--- src/rtl/exc_pkg.sv ---
// Package: shared cause encoding, mode codes and slot mapping for the
// exception entry controller. Cause values double as priority rank
// (0 = highest), so the arbiter relies on this ordering.
package exc_pkg;

    localparam int N_CAUSE = 7;

    typedef enum logic [2:0] {
        CS_RESET = 3'd0,
        CS_DABT  = 3'd1,
        CS_FIQ   = 3'd2,
        CS_IRQ   = 3'd3,
        CS_PABT  = 3'd4,
        CS_UNDEF = 3'd5,
        CS_SWI   = 3'd6,
        CS_NONE  = 3'd7
    } cause_e;

    localparam logic [4:0] MODE_FIQ = 5'h11;
    localparam logic [4:0] MODE_IRQ = 5'h12;
    localparam logic [4:0] MODE_SVC = 5'h13;
    localparam logic [4:0] MODE_ABT = 5'h17;
    localparam logic [4:0] MODE_UND = 5'h1B;

    // Word slot within the vector table for each cause.
    function automatic logic [2:0] slot_of(input cause_e c);
        case (c)
            CS_RESET: slot_of = 3'd0;
            CS_UNDEF: slot_of = 3'd1;
            CS_SWI:   slot_of = 3'd2;
            CS_PABT:  slot_of = 3'd3;
            CS_DABT:  slot_of = 3'd4;
            CS_IRQ:   slot_of = 3'd6;
            CS_FIQ:   slot_of = 3'd7;
            default:  slot_of = 3'd5;
        endcase
    endfunction

    // Processor mode entered for each cause.
    function automatic logic [4:0] mode_of(input cause_e c);
        case (c)
            CS_RESET, CS_SWI: mode_of = MODE_SVC;
            CS_DABT, CS_PABT: mode_of = MODE_ABT;
            CS_UNDEF:         mode_of = MODE_UND;
            CS_IRQ:           mode_of = MODE_IRQ;
            CS_FIQ:           mode_of = MODE_FIQ;
            default:          mode_of = 5'h00;
        endcase
    endfunction

endpackage

--- src/rtl/exc_req_gate.sv ---
// Request gate: turns raw requests into an eligibility vector indexed by
// priority rank. Assumes requests are levels held by their sources.
// Reset bypasses the boundary strobe and masks; a hold input blocks all
// causes for the cycle in which a take pulse is already being shown.
module exc_req_gate
    import exc_pkg::*;
(
    input  logic               hold_i,
    input  logic               boundary_i,
    input  logic               req_reset_i,
    input  logic               req_dabort_i,
    input  logic               req_fiq_i,
    input  logic               req_irq_i,
    input  logic               req_pabort_i,
    input  logic               req_undef_i,
    input  logic               req_swi_i,
    input  logic               mask_irq_i,
    input  logic               mask_fiq_i,
    output logic [N_CAUSE-1:0] elig_o
);

    logic [N_CAUSE-1:0] raw;
    logic [N_CAUSE-1:0] gate;

    // Gather raw requests in rank order.
    always_comb begin
        raw            = '0;
        raw[CS_RESET]  = req_reset_i;
        raw[CS_DABT]   = req_dabort_i;
        raw[CS_FIQ]    = req_fiq_i;
        raw[CS_IRQ]    = req_irq_i;
        raw[CS_PABT]   = req_pabort_i;
        raw[CS_UNDEF]  = req_undef_i;
        raw[CS_SWI]    = req_swi_i;
    end

    // Per-cause enable: boundary timing plus interrupt masks.
    generate
        for (genvar g = 0; g < N_CAUSE; g++) begin : g_gate
            if (g == int'(CS_RESET)) begin : g_rst
                assign gate[g] = 1'b1;
            end else if (g == int'(CS_FIQ)) begin : g_fiq
                assign gate[g] = boundary_i & ~mask_fiq_i;
            end else if (g == int'(CS_IRQ)) begin : g_irq
                assign gate[g] = boundary_i & ~mask_irq_i;
            end else begin : g_sync
                assign gate[g] = boundary_i;
            end
        end
    endgenerate

    assign elig_o = hold_i ? '0 : (raw & gate);

endmodule

--- src/rtl/exc_prio_arb.sv ---
// Fixed-priority arbiter: lowest set index wins. Assumes bit index equals
// priority rank as defined by the cause enumeration.
module exc_prio_arb
    import exc_pkg::*;
#(
    parameter int N = N_CAUSE
) (
    input  logic [N-1:0] elig_i,
    output logic         hit_o,
    output cause_e       win_o
);

    // Scan from lowest priority up so the highest-priority request overrides.
    always_comb begin
        hit_o = 1'b0;
        win_o = CS_NONE;
        for (int i = N - 1; i >= 0; i--) begin
            if (elig_i[i]) begin
                hit_o = 1'b1;
                win_o = cause_e'(i);
            end
        end
    end

endmodule

--- src/rtl/exc_vec_gen.sv ---
// Vector generator: maps a winning cause to mode, vector address and link
// value. Assumes slot size is a power of two and the bases are aligned to
// the table size.
module exc_vec_gen
    import exc_pkg::*;
#(
    parameter int              ADDR_W     = 32,
    parameter int              SLOT_BYTES = 4,
    parameter logic [ADDR_W-1:0] LO_BASE  = '0,
    parameter logic [ADDR_W-1:0] HI_BASE  = 32'hFFFF_0000,
    parameter int              LINK_DEC   = 4
) (
    input  cause_e            cause_i,
    input  logic              hivec_i,
    input  logic [ADDR_W-1:0] pc_i,
    output logic [4:0]        mode_o,
    output logic [ADDR_W-1:0] vector_o,
    output logic [ADDR_W-1:0] link_o
);

    localparam int SLOT_SH = $clog2(SLOT_BYTES);

    logic [ADDR_W-1:0] base;
    logic [ADDR_W-1:0] offs;

    // Base select and slot offset.
    always_comb begin
        base     = hivec_i ? HI_BASE : LO_BASE;
        offs     = ADDR_W'(slot_of(cause_i)) << SLOT_SH;
        vector_o = base | offs;
        mode_o   = mode_of(cause_i);
        link_o   = pc_i - ADDR_W'(LINK_DEC);
    end

endmodule

--- src/rtl/exc_entry_ctrl.sv ---
// Exception entry controller top: gates requests, arbitrates by fixed
// priority and registers a one-cycle take pulse with mode, vector and link.
// Assumes the core holds requests until served and strobes boundary_i once
// per completed instruction. Outputs are zero outside the take pulse.
module exc_entry_ctrl
    import exc_pkg::*;
#(
    parameter int                ADDR_W     = 32,
    parameter int                SLOT_BYTES = 4,
    parameter logic [ADDR_W-1:0] LO_BASE    = '0,
    parameter logic [ADDR_W-1:0] HI_BASE    = 32'hFFFF_0000,
    parameter int                LINK_DEC   = 4
) (
    input  logic              clk,
    input  logic              rst_n,
    input  logic              boundary_i,
    input  logic              req_reset_i,
    input  logic              req_dabort_i,
    input  logic              req_fiq_i,
    input  logic              req_irq_i,
    input  logic              req_pabort_i,
    input  logic              req_undef_i,
    input  logic              req_swi_i,
    input  logic              mask_irq_i,
    input  logic              mask_fiq_i,
    input  logic [ADDR_W-1:0] pc_i,
    input  logic              hivec_i,
    output logic              take_o,
    output logic [4:0]        mode_o,
    output logic [ADDR_W-1:0] vector_o,
    output logic [ADDR_W-1:0] link_o
);

    logic [N_CAUSE-1:0] elig;
    logic               hit;
    cause_e             win;
    logic [4:0]         mode_n;
    logic [ADDR_W-1:0]  vec_n;
    logic [ADDR_W-1:0]  link_n;

    exc_req_gate u_gate (
        .hold_i       (take_o),
        .boundary_i   (boundary_i),
        .req_reset_i  (req_reset_i),
        .req_dabort_i (req_dabort_i),
        .req_fiq_i    (req_fiq_i),
        .req_irq_i    (req_irq_i),
        .req_pabort_i (req_pabort_i),
        .req_undef_i  (req_undef_i),
        .req_swi_i    (req_swi_i),
        .mask_irq_i   (mask_irq_i),
        .mask_fiq_i   (mask_fiq_i),
        .elig_o       (elig)
    );

    exc_prio_arb #(.N(N_CAUSE)) u_arb (
        .elig_i (elig),
        .hit_o  (hit),
        .win_o  (win)
    );

    exc_vec_gen #(
        .ADDR_W     (ADDR_W),
        .SLOT_BYTES (SLOT_BYTES),
        .LO_BASE    (LO_BASE),
        .HI_BASE    (HI_BASE),
        .LINK_DEC   (LINK_DEC)
    ) u_vec (
        .cause_i  (win),
        .hivec_i  (hivec_i),
        .pc_i     (pc_i),
        .mode_o   (mode_n),
        .vector_o (vec_n),
        .link_o   (link_n)
    );

    // Output register: capture the winner for exactly one cycle.
    always_ff @(posedge clk) begin
        if (!rst_n) begin
            take_o   <= 1'b0;
            mode_o   <= '0;
            vector_o <= '0;
            link_o   <= '0;
        end else if (hit) begin
            take_o   <= 1'b1;
            mode_o   <= mode_n;
            vector_o <= vec_n;
            link_o   <= link_n;
        end else begin
            take_o   <= 1'b0;
            mode_o   <= '0;
            vector_o <= '0;
            link_o   <= '0;
        end
    end

endmodule

--- config.mk ---
export PLATFORM = sky130hd
export DESIGN_NAME = exc_entry_ctrl
export DESIGN_NICKNAME = d
export VERILOG_FILES = /design/src/rtl/exc_pkg.sv /design/src/rtl/exc_req_gate.sv /design/src/rtl/exc_prio_arb.sv /design/src/rtl/exc_vec_gen.sv /design/src/rtl/exc_entry_ctrl.sv
export SDC_FILE = /design/constraint.sdc
export NUM_CORES = 1
export LEC_CHECK = 0
export BUFFER_PORTS_ARGS = -buffer_cell sky130_fd_sc_hd__buf_2
export CAP_MARGIN = 15
export CORE_ASPECT_RATIO = 0.6
export CORE_MARGIN = 4
export CORE_UTILIZATION = 40
export CTS_CLUSTER_SIZE = 40
export DETAILED_ROUTE_END_ITERATION = 16
export MAX_ROUTING_LAYER = met4
export PLACE_DENSITY = 0.8
export SYNTH_ARGS = -nofsm -noshare
export SYNTH_HDL_FRONTEND = slang
export SYNTH_HIERARCHICAL = 1
export SYNTH_SLANG_ARGS = --single-unit
--- constraint.sdc ---
create_clock -name clk -period 1.93 [get_ports clk]
set_input_delay 0.0965 -clock clk [delete_from_list [all_inputs] [get_ports clk]]
set_output_delay 0.0965 -clock clk [all_outputs]
set_load 0.02 [all_outputs]
## Word level (Yosys, flattened, before mapping)

Cells that the tools add are included.

| storage, ports and cells | value |
|---|---|
| register bits | 70 |
| input bits | 45 |
| output and inout bits | 70 |
| word-level logic and storage cells | 40 |

| cells by class | value |
|---|---|
| add/subtract/negate cells | 1 |
| equality and inequality tests | 6 |
| muxes and demuxes | 19 |
| bitwise logic cells | 6 |
| reductions and logical operators | 4 |

Operator list:

| cell | number |
|---|---|
| 2-to-1 mux 32 bit | 1 |
| bitwise OR 32 x 5 -> 32 bit | 1 |
| subtractor 32 x 3 -> 32 bit, second input constant | 1 |
| one-hot mux 5 bit (5 select lines) | 1 |
| one-hot mux 3 bit (7 select lines) | 1 |
| 2-to-1 mux 3 bit | 4 |
| == test 3 bit, second input constant | 3 |
| 2-to-1 mux 1 bit | 9 |
| bitwise AND 7 bit | 1 |
| 2-to-1 mux 7 bit | 1 |
| == test 3 x 2 -> 1 bit, second input constant | 2 |
| 2-to-1 mux 2 bit | 2 |
| OR reduction 2 bit | 2 |
| == test 3 x 1 -> 1 bit, second input constant | 1 |
| logical NOT 3 bit | 1 |
| bitwise AND 1 bit | 2 |
| NOT 1 bit | 2 |
| AND reduction 2 bit | 1 |

## Logic depth before layout (Yosys ltp)

| depth | value |
|---|---|
| depth in word-level cells | 14 |
| depth in mapped cells | 7 |
| gate-level depth less buffers | 7 |

## Hierarchy

The synthesis kept the hierarchy.

Modules (own cells, without submodules):

| module | times used | cells an instance | area an instance (um2) | seq. area each (um2) |
|---|---|---|---|---|
| exc_entry_ctrl | 1 | 154 | 1971.9 | 1401.3 |
| exc_vec_gen | 1 | 128 | 865.8 | 0.0 |
| exc_req_gate | 1 | 7 | 73.8 | 0.0 |
| exc_prio_arb | 1 | 10 | 60.1 | 0.0 |

## Least setup slack after synthesis

OpenSTA, ideal clock, no wires.

| timing | value |
|---|---|
| path type | register -> register |
| start point | register take_o |
| end point | register vector_o[2] |
| setup time | 0.116 ns |
| arrival time | 1.791 ns |
| data required time | 1.814 ns |
| setup slack | 0.022 ns |
| stages on the path, launching flop included | 8 |
| path buffers | 0 |
| period minus slack after synthesis | 1.908 ns |
| cell sequence | dfxtp_1 > and3b_2 > nor2_1 > nor3_1 > nor3_1 > nor2b_1 > xnor2_1 > and3_2 |

| between the ends | value |
|---|---|
| elaborated cells on any way between the ends | 25 |
| classes of those cells | eq/ne: 6; mux: 16; bitwise: 1; reduce/logical: 2 |

RTL lines:

| item | RTL line | RTL |
|---|---|---|
| from (decl) | exc_entry_ctrl.sv:28 | `output logic take_o,` |
| from (signal assigned) | exc_entry_ctrl.sv:80 | `take_o <= 1'b0;` |
| from (signal assigned) | exc_entry_ctrl.sv:85 | `take_o <= 1'b1;` |
| from (signal assigned) | exc_entry_ctrl.sv:90 | `take_o <= 1'b0;` |
| 2-to-1 mux 7 bit * | exc_req_gate.sv:52 | `assign elig_o = hold_i ? '0 : (raw & gate);` |
| via elig[5] | exc_entry_ctrl.sv:34 | `logic [N_CAUSE-1:0] elig;` |
| 2-to-1 mux 2 bit * (2 in a row) | exc_prio_arb.sv:18 | `if (elig_i[i]) begin` |
| 2-to-1 mux 3 bit * (4 in a row) | exc_prio_arb.sv:18 |  |
| via win[1] | exc_entry_ctrl.sv:36 | `cause_e win;` |
| == test 3 x 2 -> 1 bit, or another cell as far along | exc_pkg.sv:27 | `case (c)` |
| one-hot mux 3 bit (7 select lines) * | exc_pkg.sv:27 |  |
| bitwise OR 32 x 5 -> 32 bit * | exc_vec_gen.sv:30 | `vector_o = base \| offs;` |
| via vec_n[2] | exc_entry_ctrl.sv:38 | `logic [ADDR_W-1:0] vec_n;` |
| to (signal assigned) | exc_entry_ctrl.sv:87 | `vector_o <= vec_n;` |
| to (decl) | exc_entry_ctrl.sv:30 | `output logic [ADDR_W-1:0] vector_o,` |

Mark *: on every way through the listed nets, which the timed path passes. The rest lies on a longest branch.
A chain may end at the register's enable or synchronous reset.

## Final worst setup path

| timing | value |
|---|---|
| start point | register take_o |
| end point | register vector_o[4] |

| between the ends | value |
|---|---|
| elaborated cells on any way between the ends | 25 |
| classes of those cells | eq/ne: 6; mux: 16; bitwise: 1; reduce/logical: 2 |

RTL lines:

| item | RTL line |
|---|---|
| 2-to-1 mux 7 bit * | exc_req_gate.sv:52 |
| via elig[3] | exc_entry_ctrl.sv:34 |
| 2-to-1 mux 3 bit * (4 in a row) | exc_prio_arb.sv:18 |
| via win[2] | exc_entry_ctrl.sv:36 |
| == test 3 x 2 -> 1 bit, or another cell as far along | exc_pkg.sv:27 |
| one-hot mux 3 bit (7 select lines) * | exc_pkg.sv:27 |
| bitwise OR 32 x 5 -> 32 bit * | exc_vec_gen.sv:30 |
| via vec_n[4] | exc_entry_ctrl.sv:38 |

Marked as above.

==> metrics.csv <==
stage,metric,value,unit
logic_synthesis,Commonest cells post-synth,"dfxtp_1 (70), and3_2 (50), buf_4 (31), xor2_1 (23), and3_1 (19)",
sta,max-slew violation count,0,
logic_synthesis,post-synth top area share,0.472,
floorplan,Die H,74.8,um
route,total length of routed wires,6.50,mm
logic_synthesis,Synth Flop Type,dfxtp_1,
sta,Hold WS,0.122,ns
cts,Num CTS Buffers,9,
logic_synthesis,Post-synth ARST share,0,
run_status,status,"finished, final reports clean",
sta,final worst slack,0.211,ns
route,wire per inst,12.8,um
logic_synthesis,dominant cell by count in the synthesized netlist,dfxtp_1,
global_routing,initial antenna violation count,0,
final_layout,filler instances,660,
global_routing,GR met1 Demand/Resource,0.196,
worst_hold_path,WHS Endpoint,link_o[31],
worst_hold_path,hold depth,3,
placed_design,I/O Buffers,114,
sta,actual slew at the worst max-slew pin,0.817,ns
logic_synthesis,sequential area share after synthesis,0.472,
worst_setup_path,crit-path leading delay family,simple AND/OR/NAND/NOR gates,
final_layout,share of cells above drive strength 1,0.500,
power,power per standard cell area,1020,nW/um^2
final_layout,P&R area growth vs syn,27.3,%
power,Total Power,0.00386,W
route,drt via density,4.54,
final_layout,antenna cells,0,
final_layout,area of the multi-input gates,1290,um^2
floorplan,Die Area,8920,um^2
global_routing,"Most Used Layer, Global Route",met2,
worst_setup_path,worst reg2reg startpoint,take_o,
placed_design,pre-CTS setup slack,0.162,ns
floorplan,IO Pins,115,
global_routing,met3 usage,0.0571,
worst_setup_path,Reg2Reg Depth,7,
sta,final hold vios,0,
logic_synthesis,"area leader, netlist",dfxtp_1,
floorplan,Core Box Area,7240,um^2
final_layout,Final #Nets,445,
sta,Final Critical Period,1.72,ns
sta,setup TNS,0,ns
worst_setup_path,Critical Path Fanout Max,8,
worst_hold_path,hold wc startpoint,pc_i[31],
worst_setup_path,Crit. End Element,flop,
cts,worst-skew pair later-pin latency,0.32,ns
cts,clock tree buffer depth,2,
worst_setup_path,WS Path Type,flop to flop,
placed_design,post-detail-place hpwl,4.83,mm
logic_synthesis,Post-Synthesis Cells,299,
floorplan,Die W,119,um
worst_setup_path,arrival time worst endpoint,1.93,ns
worst_setup_path,worst reg2reg path endpoint,vector_o[4],
logic_synthesis,Synth cell types,35,
placed_design,GP Congestion,0.864,
cts,clock sinks,70,
sta,Tcrit/Tclk final,0.891,
floorplan,Initial Utilization,0.411,
final_layout,final std cells w/o fill,508,
sta,RSZ-0062 raised after global routing,no,
worst_setup_path,CP required,2.14,ns
logic_synthesis,Synth Warn #,6,
cts,clock root cell,clkbuf_16,
global_routing,pin count of the biggest net entering global routing,64,
route,antenna-violating nets left,0,
route,DRC violations left,0,
global_routing,Congestion Overflow GR,0,
sta,Worst slew margin,0.456,
route,drt pass-1 iters,4,
placed_design,DP Cell Count,490,
global_routing,grt met2 use,0.218,
worst_setup_path,Worst path max stage delay,0.37,ns
worst_setup_path,CP Buf/Inv Count,2,
final_layout,total area of sequential cells,1400,um^2
logic_synthesis,"EDFF count, synth",0,
flow_run,number of max-cap violations,0,
cts,TritonCTS clock tree,done,
worst_setup_path,Setup crit start kind,flop,
worst_hold_path,HP Class,primary input to flop,
global_routing,first-pass GRT wire length,10.5,mm
sta,Worst Skew,0.00469,ns
power,Peak VDD IR,0.744,mV
global_routing,number of global-route vias before repair,2127,
floorplan,number of core rows,24,
logic_synthesis,Synth area leaders,"dfxtp_1 (47%), and3_2 (13%), buf_4 (7.8%)",
sta,FMAX,582,MHz
logic_synthesis,synthesized cell area,2970,um^2
cts,clk slew on worst S/H paths,0.06,ns
route,DR iter-0 viols,104,
sta,final setup vio count,0,
global_routing,Total GRT Usage,0.154,
route,Vias,2304,
worst_setup_path,CP Cell Sequence,"and4bb_2, nor4_2, buf_4, inv_1, o21ai_0, nand2_1, and3_2",
logic_synthesis,mean area per synthesized cell,9.94,um^2
cts,H-tree levels,3,
worst_setup_path,Worst path slowest cell,dfxtp_2,
worst_setup_path,Reg2Reg Setup Slack,0.21,ns
logic_synthesis,Synth Register Bits,70,
power,leakage,1.98,nW
worst max path at each step:
| stage | start | endpoint | slack, ns | cells after the start |
|---|---|---|---|---|
| floorplan | take_o | vector_o[2] | 0.02 | 7 |
| global placement | take_o | vector_o[4] | 0.22 | 7 |
| detailed placement | take_o | vector_o[4] | 0.16 | 7 |
| CTS | take_o | vector_o[4] | 0.14 | 7 |
| global route | take_o | vector_o[4] | 0.05 | 7 |
| finish | take_o | vector_o[4] | 0.21 | 7 |
layer usage:
metal	wire, um	part of all wire	up-vias
met2	2800	0.43	74
met5	0	0	-
met1	3080	0.47	1032
met4	165	0.025	0
met3	447	0.069	14
li1	-	-	1184
flip-flops by register name, indices dropped and copies added, names as in the netlist:
register and cells:
link_o 32, vector_o 32, mode_o 5, take_o 1
worst min-delay path: stages:
cell	delay [ns]
buf_2	0.08
xor2_1	0.05
and3_1	0.17
cells in the final DEF, fill, tap and decap left out, types with 3 or more instances in the layout:
master | Yosys | routed
and3_1 | 19 | 19
and3_2 | 50 | 50
and3b_2 | 4 | 4
buf_2 | 7 | 114
buf_4 | 31 | 6
clkbuf_16 | 0 | 9
conb_1 | 1 | 13
dfxtp_1 | 70 | 69
inv_1 | 7 | 7
nand2_1 | 12 | 12
nor2_1 | 12 | 12
nor3_1 | 14 | 14
nor4_1 | 7 | 7
nor4_2 | 3 | 3
or3_1 | 3 | 3
xnor2_1 | 6 | 6
xor2_1 | 23 | 23
stage by stage:
stage | instance area [um^2] | utilization
3_5_place_dp | 3460 | 0.478
6_report | 3780 | 0.523
2_1_floorplan | 3020 | -
4_1_cts | 3780 | 0.522
5_1_grt | 3780 | 0.523
3_3_place_gp | 3460 | 0.478
cell type report:
class	instances	share of cell area
inverters	7	0.00695
repair buffers	122	0.168
multi-input cells	189	0.340
well taps	104	0.0344
clock buffers	11	0.0642
flip-flops and latches	70	0.371
clock inverters	5	0.0155
kinds of logic after synthesis:
group	count (synthesis)	synth area share
buffers and inverters	52	0.111
XOR/XNOR	29	0.0855
other	1	0.00126
AO/OA/AOI/OAI	5	0.00969
flip-flops	70	0.472
AND/OR/NAND/NOR	141	0.317
adder cells (fa/ha/maj)	1	0.00421
repair_timing:
action,in CTS,in global routing
setup endpoints to repair,0,2
hold endpoints to repair,2,0
resized for setup,0,1
hold buffers,2,0
setup buffers,0,0
report_power, final:
group	switching (W)	leakage (nW)	total [W]	internal [W]
registers	0.0000307	0.579	0.00160	0.00157
logic	0.000391	1.26	0.000651	0.000260
clock network	0.000573	0.142	0.00161	0.00103
(Power assumes the default switching activity.)
